## src/rtl/pwr_seq_pkg.sv

```systemverilog
package pwr_seq_pkg;

  typedef enum logic [2:0] {
    LVL_FULL   = 3'd0,
    LVL_MEMOFF = 3'd1,
    LVL_PREP   = 3'd2,
    LVL_STBY   = 3'd3,
    LVL_WAKE   = 3'd4,
    LVL_CLEAR  = 3'd5
  } pwr_lvl_e;

  typedef struct packed {
    logic stby_req;
    logic bank_off;
    logic flag_clr;
  } pwr_ctl_t;

  // control levels that belong to each power level
  function automatic pwr_ctl_t lvl_decode(pwr_lvl_e l);
    pwr_ctl_t c;
    c.stby_req = (l == LVL_PREP) || (l == LVL_STBY);
    c.bank_off = (l == LVL_MEMOFF) || (l == LVL_PREP) ||
                 (l == LVL_STBY) || (l == LVL_WAKE);
    c.flag_clr = (l == LVL_CLEAR);
    return c;
  endfunction

endpackage

```

## src/rtl/pwr_wake_sync.sv

```systemverilog
module pwr_wake_sync #(
  parameter int STAGES = 2
) (
  input  logic clk,
  input  logic rst_n,
  input  logic async_i,
  output logic sync_o
);
  localparam int LAST = STAGES - 1;

  logic [LAST:0] chain_q;

  generate
    if (STAGES == 1) begin : g_single
      always_ff @(posedge clk) begin
        if (!rst_n) chain_q <= '0;
        else        chain_q <= async_i;
      end
    end else begin : g_multi
      always_ff @(posedge clk) begin
        if (!rst_n) chain_q <= '0;
        else        chain_q <= {chain_q[LAST-1:0], async_i};
      end
    end
  endgenerate

  assign sync_o = chain_q[LAST];
endmodule

```

## src/rtl/pwr_level_fsm.sv

```systemverilog
module pwr_level_fsm
  import pwr_seq_pkg::*;
(
  input  logic     clk,
  input  logic     rst_n,
  input  logic     mem_off_req,
  input  logic     sleep_req,
  input  logic     wake_s,
  input  logic     stop_s,
  input  logic     stdby_s,
  input  logic     sflag_s,
  output pwr_lvl_e lvl,
  output pwr_ctl_t ctl
);
  pwr_lvl_e lvl_q, lvl_d;
  pwr_ctl_t ctl_q;

  logic ack_all;
  assign ack_all = stop_s && stdby_s && sflag_s;

  always_comb begin
    lvl_d = lvl_q;
    unique case (lvl_q)
      LVL_FULL:   if (sleep_req || mem_off_req) lvl_d = LVL_MEMOFF;
      LVL_MEMOFF: begin
        if (sleep_req)         lvl_d = LVL_PREP;
        else if (!mem_off_req) lvl_d = LVL_FULL;
      end
      LVL_PREP:   if (ack_all)  lvl_d = LVL_STBY;
      LVL_STBY:   if (wake_s)   lvl_d = LVL_WAKE;
      LVL_WAKE:   if (!stdby_s) lvl_d = LVL_CLEAR;
      LVL_CLEAR:  lvl_d = LVL_FULL;
      default:    lvl_d = LVL_FULL;
    endcase
  end

  // outputs registered alongside the state so they never glitch
  always_ff @(posedge clk) begin
    if (!rst_n) begin
      lvl_q <= LVL_FULL;
      ctl_q <= '0;
    end else begin
      lvl_q <= lvl_d;
      ctl_q <= lvl_decode(lvl_d);
    end
  end

  assign lvl = lvl_q;
  assign ctl = ctl_q;
endmodule

```

## src/rtl/pwr_clk_gate.sv

```systemverilog
module pwr_clk_gate (
  input  logic clk_i,
  input  logic block_i,
  output logic clk_o
);
  assign clk_o = clk_i & ~block_i;
endmodule

```

## src/rtl/pwr_seq_top.sv

```systemverilog
module pwr_seq_top
  import pwr_seq_pkg::*;
#(
  parameter int WAKE_STAGES = 2
) (
  input  logic       clk,
  input  logic       rst_n,
  input  logic       mem_off_req_i,
  input  logic       sleep_req_i,
  input  logic       wake_i,
  input  logic       stop_i,
  input  logic       stdby_i,
  input  logic       sflag_i,
  input  logic       fan_clk_i,
  output logic       stby_req_o,
  output logic       flag_clr_o,
  output logic       bank_off_o,
  output logic       gclk_o,
  output logic [2:0] level_o
);
  logic     wake_s;
  pwr_lvl_e lvl;
  pwr_ctl_t ctl;

  pwr_wake_sync #(.STAGES(WAKE_STAGES)) u_wake_sync (
    .clk     (clk),
    .rst_n   (rst_n),
    .async_i (wake_i),
    .sync_o  (wake_s)
  );

  pwr_level_fsm u_fsm (
    .clk         (clk),
    .rst_n       (rst_n),
    .mem_off_req (mem_off_req_i),
    .sleep_req   (sleep_req_i),
    .wake_s      (wake_s),
    .stop_s      (stop_i),
    .stdby_s     (stdby_i),
    .sflag_s     (sflag_i),
    .lvl         (lvl),
    .ctl         (ctl)
  );

  pwr_clk_gate u_gate (
    .clk_i   (fan_clk_i),
    .block_i (stdby_i),
    .clk_o   (gclk_o)
  );

  assign stby_req_o = ctl.stby_req;
  assign bank_off_o = ctl.bank_off;
  assign flag_clr_o = ctl.flag_clr;
  assign level_o    = lvl;
endmodule

```

## config.mk

```make
export PLATFORM = sky130hd
export DESIGN_NAME = pwr_seq_top
export DESIGN_NICKNAME = d
export VERILOG_FILES = /design/src/rtl/pwr_seq_pkg.sv /design/src/rtl/pwr_wake_sync.sv /design/src/rtl/pwr_level_fsm.sv /design/src/rtl/pwr_clk_gate.sv /design/src/rtl/pwr_seq_top.sv
export SDC_FILE = /design/constraint.sdc
export NUM_CORES = 1
export LEC_CHECK = 0
export BUFFER_PORTS_ARGS = -buffer_cell sky130_fd_sc_hd__buf_4
export CAP_MARGIN = 20
export CORE_AREA = 2 2 39 41
export DETAILED_ROUTE_END_ITERATION = 7
export DIE_AREA = 0 0 41 43
export PLACE_DENSITY = 0.52
export SLEW_MARGIN = 20
export SYNTH_ARGS = -nofsm -noshare
export SYNTH_HDL_FRONTEND = slang
export SYNTH_SLANG_ARGS = --single-unit
```

## constraint.sdc

```tcl
create_clock -name clk -period 1.2 [get_ports clk]
set_input_delay 0 -clock clk [delete_from_list [all_inputs] [get_ports clk]]
set_output_delay 0 -clock clk [all_outputs]
set_load 0.01 [all_outputs]
```

==> summary.txt, run 1 <==
Setup path
  – Critical Path Start Type: register
  – Crit path kind: reg -> reg
  – Worst path slowest cell: or4b_4
  – CP cell instances: or4b_4 -> and4_4 -> o21a_1
  – Required time worst endpoint: roughly 1300 ps
  – Max Fanout on Critical Path: 4
  – Slowest cell delay on critical path: between 500 and 600 ps
  – Top delay family on crit path: simple AND/OR/NAND/NOR gates
  – Worst path arrival time: ~1400 ps
  – CP endpoint kind: register
  – WP buf/inv: 0

Status
  – Failing checks: setup timing
  – Status: complete, but fails checks

GRT
  – First-pass GRT wire length: approximately 1.1 mm
  – Overflow after GRT: 0
  – Number of global-route vias before repair: 297
  – GRT Util Overall: 0.1027
  – Initial antenna violation count: 0
  – Largest net degree at the start of global routing: 6

Logic synthesis
  – Netlist cell types: 19
  – Yosys warnings: 0
  – Synth Register Bits: 8
  – Avg Cell Area, Syn: just under 10 um2
  – Net Count, Synth: 44
  – Post-synthesis sequential area ratio: 0.4723
  – Cells after synthesis: 35
  – Area of the mapped netlist: 339.1 um2

STA
  – Clock skew: around 2 ps
  – RSZ-0062 raised after global routing: yes
  – Hold slack: approximately 38 ps
  – Final setup TNS: -93.42 ps
  – Count of pins over their slew limit: 0
  – Worst setup margin: -80.90 ps
  – Crit path time final: around 1300 ps
  – Final hold vios: 0
  – Part of the cycle the worst path needs: 1.067
  – Setup violators final: 2
  – FMAX: roughly 780 MHz
  – Max_slew headroom: 0.8370
  – Pin slew with the least headroom to its limit: 243.9 ps

Hold path
  – Worst hold-check path type: in -> reg

Detailed routing
  – Routed length per instance: 9.949 um
  – DRC viols: 0
  – Final ANT Viol Nets: 0
  – Post-Route WL: between 700 and 800 um
  – 1st-pass router iterations: 4
  – Drt via density: between 4 and 5
  – Detailed Route Iter0 Violations: 1
  – DR vias: between 300 and 400

Layout
  – Area grow syn2layout: 69.00%
  – Finished Core Util: 0.4141
  – Most frequent cells in the layout: 21 x buf_4, 6 x dfxtp_1, 4 x nor2_1
  – Fraction of layout cells with a size suffix above 1: 0.5000
  – Storage cell area: between 150 and 200 um2
  – Most common cell after layout, fill and taps aside: buf_4
  – Final #Nets: between 70 and 80
  – Fill cells: about 140
  – Antenna diodes: 0
  – Multi-input gate area: between 150 and 200 um2

Placed design
  – DP HPWL: between 600 and 700 um
  – Routability cong.: slightly below 0.7
  – Port bufs: 15

Floorplanning
  – Die footprint: approximately 0.0018 mm2
  – Row count: 14
  – Height of the die: 43 um
  – Die width: slightly above 40 um
  – Initial Util: 0.2450
  – Core area: roughly 0.0014 mm2
  – Ports: 16

Clock network
  – Max clock buf depth: 2
  – Clock Latency Late Sink: around 250 ps
  – CTS tree: done
  – Root Buffer: clkbuf_4
  – CTS buffer count: 3
  – Clock sinks: 8
  – Clk pin slew, worst setup/hold paths: 50 ps
  – Post-CTS Setup Bufs: 0
  – H-Tree Depth: 1

Pwr
  – Worst VDD drop: 486.0 uV
  – LEAKAGE: around 0.28 nW
  – Power per cell area: roughly 1100 mW/mm2

Job
  – Max-cap check violation count: 0
layer usage:
metal,routed length (um),global-route usage
met5,0,0
met2,330,0.1344
met1,350,0.1136
met4,30,0.1400
met3,65,0.01571
sequential cells by signal (all words and copies together), names as in the netlist:
signal,count
u_fsm.ctl,3
u_fsm.lvl,3
u_wake_sync.chain_q,2
cell type report:
class                   count  area share
well taps                  16     0.03493
repair buffers             24      0.3275
multi-input cells          25      0.3013
clock buffers               3     0.03930
flip-flops and latches      8      0.2838
inverters                   2     0.01310
path summary, 6_finish.rpt:
| kind | end | slack (ps) | startpoint | cells after the start |
|---|---|---|---|---|
| worst max-delay path | u_fsm.ctl[1]$_SDFF_PN0_ | -80 | u_fsm.lvl[1]$_SDFF_PN0_ | 3 |
| worst min-delay path | u_fsm.lvl[1]$_SDFF_PN0_ | 40 | rst_n | 3 |
| worst max register to register | u_fsm.ctl[1]$_SDFF_PN0_ | -80 | u_fsm.lvl[1]$_SDFF_PN0_ | 3 |
| worst min register to register | u_wake_sync.chain_q[1]$_SDFF_PN0_ | 440 | u_wake_sync.chain_q[0]$_SDFF_PN0_ | 1 |
cells in the mapped netlist:
library cell / number / area share
nand2_1: 2 / 0.022
o21ai_1: 1 / 0.015
nor2_1: 4 / 0.044
a31oi_1: 1 / 0.018
dfxtp_1: 8 / 0.47
and2_1: 3 / 0.055
nand3_1: 1 / 0.015
a32o_1: 1 / 0.030
a21boi_0: 1 / 0.022
o21bai_1: 1 / 0.022
and3b_2: 1 / 0.030
inv_1: 2 / 0.022
a21oi_2: 1 / 0.026
nor2b_1: 2 / 0.037
and4_4: 1 / 0.033
or4b_4: 1 / 0.041
mux2i_1: 1 / 0.030
o21a_1: 1 / 0.022
and2b_1: 2 / 0.044
where the power goes:
group          leakage, nW  switching [mW]  internal, mW  total, mW
logic                0.204          0.0497        0.0790      0.129
clock network       0.0138          0.0835         0.114      0.197
registers           0.0667         0.00858         0.282      0.291
per-stage QoR:
step                worst slack [ps]  power [mW]  instances  cell area, um2
detailed placement            -77.24      0.4175         72           519.2
global route                  -112.6      0.6492         78           573.1
finish                        -80.90      0.6166         78           573.1
CTS                           -82.68      0.6312         78           571.8
floorplan                     -81.94      0.3480         35           341.6
global placement              -63.65      0.4176         72           519.2
repair_timing:
item	4_1_cts	5_1_grt
endpoints found under the setup margin	3	5
hold buffers	3	1
pin swaps	0	0
resized for setup	0	1
hold endpoints to repair	4	1
tightest hold or removal path: cells and delay by family:
kind                   cells  cell delay (ps)
AND/OR/NAND/NOR            1               90
buffers and inverters      2              160
cells by family after synthesis:
group	Yosys count	share of synthesized area
flops	8	0.4723
mux	1	0.02952
buf+inv	2	0.02215
simple gates	17	0.3210
compound gates	7	0.1550
(Power assumes the default switching activity.)
==> run 2: changes to the inputs <==
PLACE_DENSITY = 0.5   (was 0.52)
clock period = 1.6 ns   (was 1.2 ns; I/O delays follow)
==> run 2 against run 1 <==
The run now ends clean; worst hold slack improved by 120 ps; setup slack improved by 330 ps; die area unchanged; combinational power decreased by 38%; clock skew decreased by 1.1 ps; flip-flop and latch count unchanged; non-clock buffer count decreased by 6.
==> summary.txt, run 2 (same netlist as run 1, synthesis figures left out) <==
Setup path
  – Required time worst endpoint: 1750 ps (+410 ps)
  – CP endpoint kind: register
  – Critical Path Start Type: register
  – Max Fanout on Critical Path: 6 (+2)
  – Crit path kind: reg -> reg
  – Worst path arrival time: 1500 ps (+80 ps)
  – Worst reg2reg path depth: 3 (unchanged)

Placed design
  – Routability cong.: 0.6896 (+0.19%)
  – Placed Instances: 66 (-8.3%)
  – Post-Place Setup Slack: 254.2 ps (+331.4 ps)
  – Port bufs: 15 (unchanged)

STA
  – Clock skew: 0.8970 ps (-1.105 ps)
  – Part of the cycle the worst path needs: 0.8413 (-0.2262)
  – Max_slew headroom: 0.8061 (-0.03092)
  – Pin slew with the least headroom to its limit: 290.2 ps (+46.28 ps)
  – FMAX: 742.9 MHz (-4.8%)
  – Worst setup margin: 254.0 ps (+334.9 ps)
  – Setup violators final: 0 (-2)
  – Crit path time final: 1346 ps (+65.11 ps)
  – Final hold vios: 0 (unchanged)
  – RSZ-0062 raised after global routing: no
  – Count of pins over their slew limit: 0 (unchanged)
  – Final setup TNS: 0 ps (+93.42 ps)

Layout
  – Most common cell after layout, fill and taps aside: buf_4
  – Final #Nets: 67 (-8.2%)
  – Fraction of layout cells with a size suffix above 1: 0.3929 (-0.1071)
  – Cell Count, Final, Fillers Out: 72 (-7.7%)
  – Antenna diodes: 0 (unchanged)
  – Area grow syn2layout: 54.61%
  – Finished Core Util: 0.3788 (-0.03526)
  – Most frequent cells in the layout: 15 x buf_4, 8 x dfxtp_1, 4 x nor2_1

Clock network
  – Max clock buf depth: 2 (unchanged)
  – Post-CTS Setup Bufs: 0 (unchanged)
  – Post-CTS sizing: 0 (unchanged)
  – CTS buffer count: 3 (unchanged)
  – Root Buffer: clkbuf_4
  – CTS tree: done
  – H-Tree Depth: 1 (unchanged)
  – Cts hold-fix bufs: 3 (unchanged)
  – Clock Latency Late Sink: 260 ps (about the same)
  – Clk pin slew, worst setup/hold paths: 50 ps (about the same)
  – Clock sinks: 8 (unchanged)

Detailed routing
  – 1st-pass router iterations: 1 (-3)
  – Final ANT Viol Nets: 0 (unchanged)
  – Post-Route WL: 716 um (-7.7%)
  – Drt via density: 4.417 (-1.6%)
  – Detailed Route Iter0 Violations: 0 (-1)
  – DR vias: 318 (-9.1%)
  – DRC viols: 0 (unchanged)
  – Routed length per instance: 9.944 um (about the same)

Status
  – Status: complete, no violations

GRT
  – Initial antenna violation count: 0 (unchanged)
  – Number of global-route vias before repair: 266 (-10%)
  – Overflow after GRT: 0 (unchanged)
  – GRT Util Overall: 0.09567 (-0.007049)
  – Largest net degree at the start of global routing: 8 (+2)
  – First-pass GRT wire length: 1.041 mm (-7.4%)

Pwr
  – Worst VDD drop: 306.3 uV (-37%)
  – Power per cell area: 869.0 mW/mm2 (-19%)
  – LEAKAGE: 0.2471 nW (-13%)
  – Design Power: 455.6 uW (-26%)

Hold path
  – Worst hold-check path type: in -> reg
  – Hold path depth: 5 (+2)

Floorplanning
  – Row count: 14 (unchanged)
  – Height of the die: 43 um (unchanged)
  – Ports: 16 (unchanged)
  – Die footprint: 0.001763 mm2 (unchanged)
  – Die width: 41 um (unchanged)
  – Core area: 0.001384 mm2 (unchanged)
  – Initial Util: 0.2450 (unchanged)

Job
  – Max-cap check violation count: 0 (unchanged)
## run 2: cell count changes in the layout (fill, tap and decap cells not counted), sizes merged
cell / before / now
buf: 21 / 15
## run 2: report_power, final
part	internal [mW]	switching, mW
Clock	0.0859	0.0700
Combinational	0.0486	0.0316
Sequential	0.211	0.00861
Total	0.345	0.110
## run 2: worst paths after layout
check | start | endpoint | slack (ps)
max | u_fsm.lvl[1]$_SDFF_PN0_ | u_fsm.ctl[1]$_SDFF_PN0_ | 250
min | stop_i | u_fsm.lvl[0]$_SDFF_PN0_ | 160
max reg2reg | u_fsm.lvl[1]$_SDFF_PN0_ | u_fsm.ctl[1]$_SDFF_PN0_ | 250
min reg2reg | u_wake_sync.chain_q[0]$_SDFF_PN0_ | u_wake_sync.chain_q[1]$_SDFF_PN0_ | 430
## run 2: area by class of cell
cell class / count / area, um2
clock buffers: 3 / 22.52
fillers: 150 / 859.6
inverters: 2 / 7.507
multi-input cells: 25 / 171.4
flip-flops and latches: 8 / 160.2
well taps: 16 / 20.02
repair buffers: 18 / 142.6
## run 2: metal layers
metal	GRT usage	wire, um
met2	0.1156	281
met4	0.1200	29
met5	0	0
met3	0.03141	79
met1	0.1104	326
## run 2: through the flow
step                      instance area, um2  hold WS [ps]
after floorplan                        339.1         46.41
after global routing                   524.3         180.5
after CTS                              524.3         155.6
final                                  524.3         158.1
after detailed placement               471.7         213.9
after global placement                 471.7         210.6
## run 2: critical path: stages (launching register included)
cell and delay (ps):
dfxtp_1 350, or4b_4 560, and4_4 180, o21a_1 150
